$ cat src/rtl/dbtx_pkg.sv
package dbtx_pkg;
   typedef enum logic [1:0] {
      LOC_MODE = 2'd0,
      LOC_DIV  = 2'd1,
      LOC_DATA = 2'd2,
      LOC_AUX  = 2'd3
   } dbtx_loc_e;

   localparam int MB_NVAL = 0;
   localparam int MB_IDLE = 1;
   localparam int MB_FAST = 2;
   localparam int MB_SYNC = 4;
   localparam int MB_TXEN = 5;
   localparam int MB_W9   = 6;

   localparam int AB_PEN  = 0;
   localparam int AB_IE   = 1;
endpackage

$ cat src/rtl/dbtx_baud.sv
module dbtx_baud #(
   parameter int DIV_W     = 8,
   parameter int PRE_FAST  = 16,
   parameter int PRE_SLOW  = 64
) (
   input  logic             clk,
   input  logic             rst_n,
   input  logic             run,
   input  logic             fast,
   input  logic [DIV_W-1:0] div,
   output logic             tick
);
   localparam int PW = $clog2(PRE_SLOW);
   localparam logic [PW-1:0] LIM_F = PW'(PRE_FAST - 1);
   localparam logic [PW-1:0] LIM_S = PW'(PRE_SLOW - 1);

   if (PRE_FAST < 2 || PRE_SLOW < PRE_FAST) begin : g_bad_pre
      $error("dbtx_baud: prescale values out of range");
   end

   logic [PW-1:0]    pre_q;
   logic [DIV_W-1:0] cnt_q;
   logic [PW-1:0]    pre_lim;
   logic             pre_wrap;

   if (PRE_FAST == PRE_SLOW) begin : g_one_pre
      assign pre_lim = LIM_S;
   end else begin : g_two_pre
      assign pre_lim = fast ? LIM_F : LIM_S;
   end

   assign pre_wrap = (pre_q == pre_lim);
   assign tick     = run && pre_wrap && (cnt_q == div);

   always_ff @(posedge clk or negedge rst_n) begin
      if (!rst_n) begin
         pre_q <= '0;
         cnt_q <= '0;
      end else if (!run) begin
         pre_q <= '0;
         cnt_q <= '0;
      end else if (pre_wrap) begin
         pre_q <= '0;
         cnt_q <= (cnt_q == div) ? '0 : cnt_q + 1'b1;
      end else begin
         pre_q <= pre_q + 1'b1;
      end
   end
endmodule

$ cat src/rtl/dbtx_shift.sv
module dbtx_shift #(
   parameter int DW   = 8,
   parameter bit EXT9 = 1'b1
) (
   input  logic          clk,
   input  logic          rst_n,
   input  logic          en,
   input  logic          tick,
   input  logic          avail,
   input  logic [DW-1:0] ld_data,
   input  logic          ld_w9,
   input  logic          ld_nval,
   output logic          take,
   output logic          busy,
   output logic          txd
);
   localparam int FW = DW + 3;
   localparam int CW = $clog2(FW + 1);
   localparam logic [CW-1:0] LEN8 = CW'(DW + 2);
   localparam logic [CW-1:0] LEN9 = CW'(DW + 3);

   logic [FW-1:0] sreg_q;
   logic [CW-1:0] left_q;
   logic [FW-1:0] frame;
   logic [CW-1:0] flen;
   logic          last_bit;

   if (EXT9) begin : g_ext9
      assign frame = ld_w9 ? {1'b1, ld_nval, ld_data, 1'b0} : {2'b11, ld_data, 1'b0};
      assign flen  = ld_w9 ? LEN9 : LEN8;
   end else begin : g_fixed8
      logic unused_nine;
      assign unused_nine = ld_w9 ^ ld_nval;
      assign frame = {2'b11, ld_data, 1'b0};
      assign flen  = LEN8;
   end

   assign last_bit = tick && (left_q == CW'(1));
   assign take     = en && avail && (!busy || last_bit);
   assign txd      = (busy && en) ? sreg_q[0] : 1'b1;

   always_ff @(posedge clk or negedge rst_n) begin
      if (!rst_n) begin
         busy   <= 1'b0;
         sreg_q <= '1;
         left_q <= '0;
      end else if (!en) begin
         busy   <= 1'b0;
         sreg_q <= '1;
         left_q <= '0;
      end else if (take) begin
         busy   <= 1'b1;
         sreg_q <= frame;
         left_q <= flen;
      end else if (busy && tick) begin
         if (left_q == CW'(1)) begin
            busy   <= 1'b0;
            left_q <= '0;
         end else begin
            sreg_q <= {1'b1, sreg_q[FW-1:1]};
            left_q <= left_q - 1'b1;
         end
      end
   end
endmodule

$ cat src/rtl/dbuf_uart_tx.sv
module dbuf_uart_tx #(
   parameter int DW       = 8,
   parameter int DIV_W    = 8,
   parameter int PRE_FAST = 16,
   parameter int PRE_SLOW = 64,
   parameter bit EXT9     = 1'b1,
   localparam int BW0     = (DW > 8) ? DW : 8,
   localparam int BW      = (DIV_W > BW0) ? DIV_W : BW0
) (
   input  logic          clk,
   input  logic          rst_n,
   input  logic          wr_en,
   input  logic [1:0]    wr_addr,
   input  logic [BW-1:0] wr_data,
   output logic          tx_pin,
   output logic          hold_empty,
   output logic          shift_empty,
   output logic          tx_irq,
   output logic [7:0]    ctl_stat
);
   import dbtx_pkg::*;

   if (DW < 5) begin : g_bad_dw
      $error("dbuf_uart_tx: data width too small");
   end

   logic             m_nval, m_fast, m_sync, m_txen, m_w9;
   logic             a_pen, a_ie;
   logic [DIV_W-1:0] div_q;
   logic [DW-1:0]    hold_data;
   logic             hold_w9, hold_nval, hold_full;
   logic             en, take, busy, tick;
   dbtx_loc_e        loc;

   assign loc = dbtx_loc_e'(wr_addr);
   assign en  = a_pen && !m_sync && m_txen;

   always_ff @(posedge clk or negedge rst_n) begin
      if (!rst_n) begin
         {m_nval, m_fast, m_sync, m_txen, m_w9} <= '0;
         {a_pen, a_ie} <= '0;
         div_q <= '0;
      end else if (wr_en) begin
         case (loc)
            LOC_MODE: begin
               m_nval <= wr_data[MB_NVAL];
               m_fast <= wr_data[MB_FAST];
               m_sync <= wr_data[MB_SYNC];
               m_txen <= wr_data[MB_TXEN];
               m_w9   <= wr_data[MB_W9];
            end
            LOC_DIV: div_q <= wr_data[DIV_W-1:0];
            LOC_AUX: begin
               a_pen <= wr_data[AB_PEN];
               a_ie  <= wr_data[AB_IE];
            end
            default: ;
         endcase
      end
   end

   always_ff @(posedge clk or negedge rst_n) begin
      if (!rst_n) begin
         hold_full <= 1'b0;
         hold_data <= '0;
         hold_w9   <= 1'b0;
         hold_nval <= 1'b0;
      end else if (!en) begin
         hold_full <= 1'b0;
      end else if (wr_en && loc == LOC_DATA) begin
         hold_full <= 1'b1;
         hold_data <= wr_data[DW-1:0];
         hold_w9   <= m_w9;
         hold_nval <= m_nval;
      end else if (take) begin
         hold_full <= 1'b0;
      end
   end

   dbtx_baud #(
      .DIV_W    (DIV_W),
      .PRE_FAST (PRE_FAST),
      .PRE_SLOW (PRE_SLOW)
   ) u_baud (
      .clk   (clk),
      .rst_n (rst_n),
      .run   (busy && en),
      .fast  (m_fast),
      .div   (div_q),
      .tick  (tick)
   );

   dbtx_shift #(
      .DW   (DW),
      .EXT9 (EXT9)
   ) u_shift (
      .clk     (clk),
      .rst_n   (rst_n),
      .en      (en),
      .tick    (tick),
      .avail   (hold_full),
      .ld_data (hold_data),
      .ld_w9   (hold_w9),
      .ld_nval (hold_nval),
      .take    (take),
      .busy    (busy),
      .txd     (tx_pin)
   );

   assign shift_empty = !busy;
   assign hold_empty  = m_txen && !hold_full;
   assign tx_irq      = hold_empty && a_ie;
   assign ctl_stat    = {1'b0, m_w9, m_txen, m_sync, 1'b0, m_fast, !busy, m_nval};
endmodule

$ cat config.mk
export PLATFORM = sky130hd
export DESIGN_NAME = dbuf_uart_tx
export DESIGN_NICKNAME = d
export VERILOG_FILES = /design/src/rtl/dbtx_pkg.sv /design/src/rtl/dbtx_baud.sv /design/src/rtl/dbtx_shift.sv /design/src/rtl/dbuf_uart_tx.sv
export SDC_FILE = /design/constraint.sdc
export NUM_CORES = 1
export LEC_CHECK = 0
export ABC_AREA = 1
export BUFFER_PORTS_ARGS = -buffer_cell sky130_fd_sc_hd__buf_4
export CAP_MARGIN = 40
export CORE_ASPECT_RATIO = 2
export CORE_MARGIN = 3
export CORE_UTILIZATION = 32
export CTS_BUF_LIST = sky130_fd_sc_hd__clkbuf_4 sky130_fd_sc_hd__clkbuf_8
export DETAILED_ROUTE_END_ITERATION = 8
export GPL_TIMING_DRIVEN = 0
export SYNTH_ARGS = -nofsm -noshare
export SYNTH_HDL_FRONTEND = slang
export SYNTH_SLANG_ARGS = --single-unit
$ cat constraint.sdc
create_clock -name clk -period 2.9 [get_ports clk]
set_clock_uncertainty 0.05 [all_clocks]
set_input_delay 0 -clock clk [delete_from_list [all_inputs] [get_ports clk]]
set_output_delay 0 -clock clk [all_outputs]
set_load 0.05 [all_outputs]
==> flow_summary.json <==
{
  "cts_setup_buffers": 0,
  "grt_max_degree": 56,
  "die_area_mm2": 0.009877,
  "portBuffers": 22,
  "syn_avg_cell_area_um2": 8.220,
  "irDropWorstVdd_mv": 0.2702,
  "setup-tns-final_ns": 0,
  "ys_seq_area_frac": 0.5014,
  "cts.sinks": 55,
  "grt_setup_unrepaired": "no",
  "wl_um": 6063,
  "start_kind": "flop",
  "drive_gt1_frac": 0.1746,
  "ant_nets": 0,
  "hold_buffers": 10,
  "tritoncts": "done",
  "period_share": 0.7066,
  "fin_nets": 394,
  "fp.dieW_um": 71.79,
  "hold_start": "wr_addr[1]",
  "grt_pass1_wl_um": 10330,
  "synthCells": 337,
  "leakagePower_uw": 0.001598,
  "synth_top_area_cell": "dfrtp_1",
  "powerDensity_mw_per_mm2": 555.6,
  "synth_top_area_frac": 0.4065,
  "final_area_mm2": 0.003298,
  "finalNonFillerCells": 476,
  "htree_levels": 2,
  "status": "complete, no violations",
  "final-seq-area_mm2": 0.001389,
  "root_buffer": "clkbuf_8",
  "io_pins": 25,
  "hpwl_um": 4702,
  "slew_headroom": 0.5386,
  "worstReg2RegEnd": "u_shift.sreg_q[8]$_DFFE_PN1P_",
  "cts_repair_resize_count": 0,
  "critPathKind": "reg -> reg",
  "num_vias": 2211,
  "worst_setup_path_end_kind": "flop",
  "syn_area_mm2": 0.002770,
  "viasPerCell": 4.645,
  "placed_cells": 458,
  "antenna_found_initial": 0,
  "place_area_mm2": 0.003062,
  "first_pass_iters": 4,
  "route.detailed.wl_per_inst_um": 12.74,
  "grt_pass1_vias": 2233,
  "track_usage": 0.1364,
  "r2r_slack_ns": 0.85,
  "drv_cap": 0,
  "max_freq_mhz": 488.0,
  "die_height_um": 137.6,
  "drc_errors": 0,
  "multi_input_area_mm2": 0.001097,
  "setup_viol": 0,
  "slew_viol_final": 0,
  "synthTopCellsByArea": "dfrtp_1 41%, nand2_1 14%, dfstp_2 9.5%",
  "fillers": 861,
  "final_core_util": 0.3950,
  "arrival_ns": 2.25,
  "core-area_mm2": 0.008351,
  "critPathLaunch": "u_baud.pre_q[0]$_DFF_PN0_",
  "ys_ff_latch": 55,
  "synth_cell_types": 33,
  "required_ns": 3.10,
  "drtIter0Drc": 116,
  "diodes": 0,
  "finalCriticalPeriod_ns": 2.049,
  "clock_path_buffers": 2,
  "clk_latency_ns": 0.32,
  "hold_viol": 0,
  "hold_path.class": "in -> reg",
  "r2r_start": "u_baud.pre_q[0]$_DFF_PN0_",
  "finalWeightedCongestion": 0.7947,
  "tightest_slew_ns": 0.6883,
  "cp_max_fo": 8,
  "crit_end": "u_shift.sreg_q[8]$_DFFE_PN1P_",
  "num_rows": 47,
  "initial_core_util": 0.3317,
  "path_clk_slew_ns": 0.09,
  "syn2layout_area_growth_pct": 19.06,
  "yosysWarnings": 0,
  "cts_made_buffers": 5,
  "overflow": 0,
  "worst_r2r_path_depth": 12
}
stage by stage:
stage	hold slack [ns]	power, uW	setup slack (ns)
floorplan	-0.3456	1128	1.113
global placement	0.04375	1235	0.8648
detailed placement	0.03675	1242	0.8216
CTS	0.003196	1860	0.8081
global route	0.02598	1931	0.6180
finish	0.01483	1832	0.8509
synthesized netlist by cell type:
cell,count
a211oi_1,1
a21oi_1,5
a22oi_1,1
and3_2,1
buf_4,8
buf_6,2
clkbuf_1,4
clkbuf_8,1
conb_1,1
dfrtp_1,45
dfstp_2,10
ha_1,4
inv_1,44
inv_2,3
mux2_2,1
nand2_1,100
nand2_2,2
nand2_4,2
nand3_1,28
nand3_2,1
nand3_4,1
nand4_1,1
nor2_1,14
nor2_2,1
nor2_4,2
nor3_1,8
nor3_2,1
o21a_1,1
o21ai_0,29
o21bai_1,1
o22ai_1,7
xnor2_1,1
xor2_1,6
report_power, final:
| part | internal [uW] | switching, uW | leakage [uW] | total (uW) |
|---|---|---|---|---|
| combinational | 119 | 188 | 0.000832 | 307 |
| sequential | 859 | 67.5 | 0.000702 | 927 |
| clock | 344 | 254 | 0.0000644 | 599 |
how the worst min path moves through the flow:
stage | to | slack, ns | depth (start not counted)
global route | a_pen$_DFFE_PN0P_ | 0.03 | 3
CTS | a_pen$_DFFE_PN0P_ | 0.003 | 3
detailed placement | m_w9$_DFFE_PN0P_ | 0.04 | 1
global placement | m_w9$_DFFE_PN0P_ | 0.04 | 1
floorplan | a_ie$_DFFE_PN0P_ | -0.35 | 0
finish | a_pen$_DFFE_PN0P_ | 0.01 | 3
state kept, by name, indices dropped and copies added, names as in the netlist, 4 cells and up:
register,cells
div_q,8
hold_data,8
u_baud.cnt_q,8
u_baud.pre_q,6
u_shift.left_q,4
u_shift.sreg_q,10
metal layers:
layer  part of all wire  routed length [um]  global-route usage
met5                  0                   0                   0
met4              0.042                 255             0.08159
met2               0.56                3420              0.2541
met3              0.023                 141             0.02191
met1               0.37                2246              0.1384
cell families (layout without fill, tap and decap cells):
logic type,Yosys count,in the layout,share of synthesized area
xor+xnor,7,7,0.02213
flops,55,55,0.5014
mux,1,1,0.004065
other cells,1,2,0.001354
fa+ha+maj,4,4,0.01807
compound gates,45,45,0.08808
buf+inv,62,102,0.1039
simple gates,162,162,0.2611
cells in the final DEF, fill, tap and decap left out, types with 3 or more instances in the layout:
master / instances
dfstp_2: 10
xor2_1: 6
clkbuf_1: 4
dfrtp_1: 45
clkbuf_8: 6
buf_4: 30
nor2_1: 14
inv_1: 44
a21oi_1: 5
ha_1: 4
inv_2: 3
o22ai_1: 7
nor3_1: 8
o21ai_0: 29
nand2_1: 100
dlygate4sd3_1: 10
nand3_1: 28
critical path, cell delays in order (launching register included):
cell	delay (ns)
dfrtp_1	0.38
ha_1	0.19
nand3_1	0.12
a21oi_1	0.19
nand2_1	0.13
nor2_4	0.17
nand2_1	0.14
nor2_1	0.17
inv_1	0.08
nand3_2	0.09
inv_1	0.13
nand2_1	0.09
nand2_1	0.05
layout make-up:
class	instances	share of cell area
sequential	55	0.4211
tap	98	0.03718
clock inverter	3	0.02049
clock buffer	5	0.02086
multi-input combinational	221	0.3327
buffer	15	0.03376
inverter	47	0.05349
timing repair buffer	32	0.08042
No activity file was read; power rests on OpenSTA's default activity.
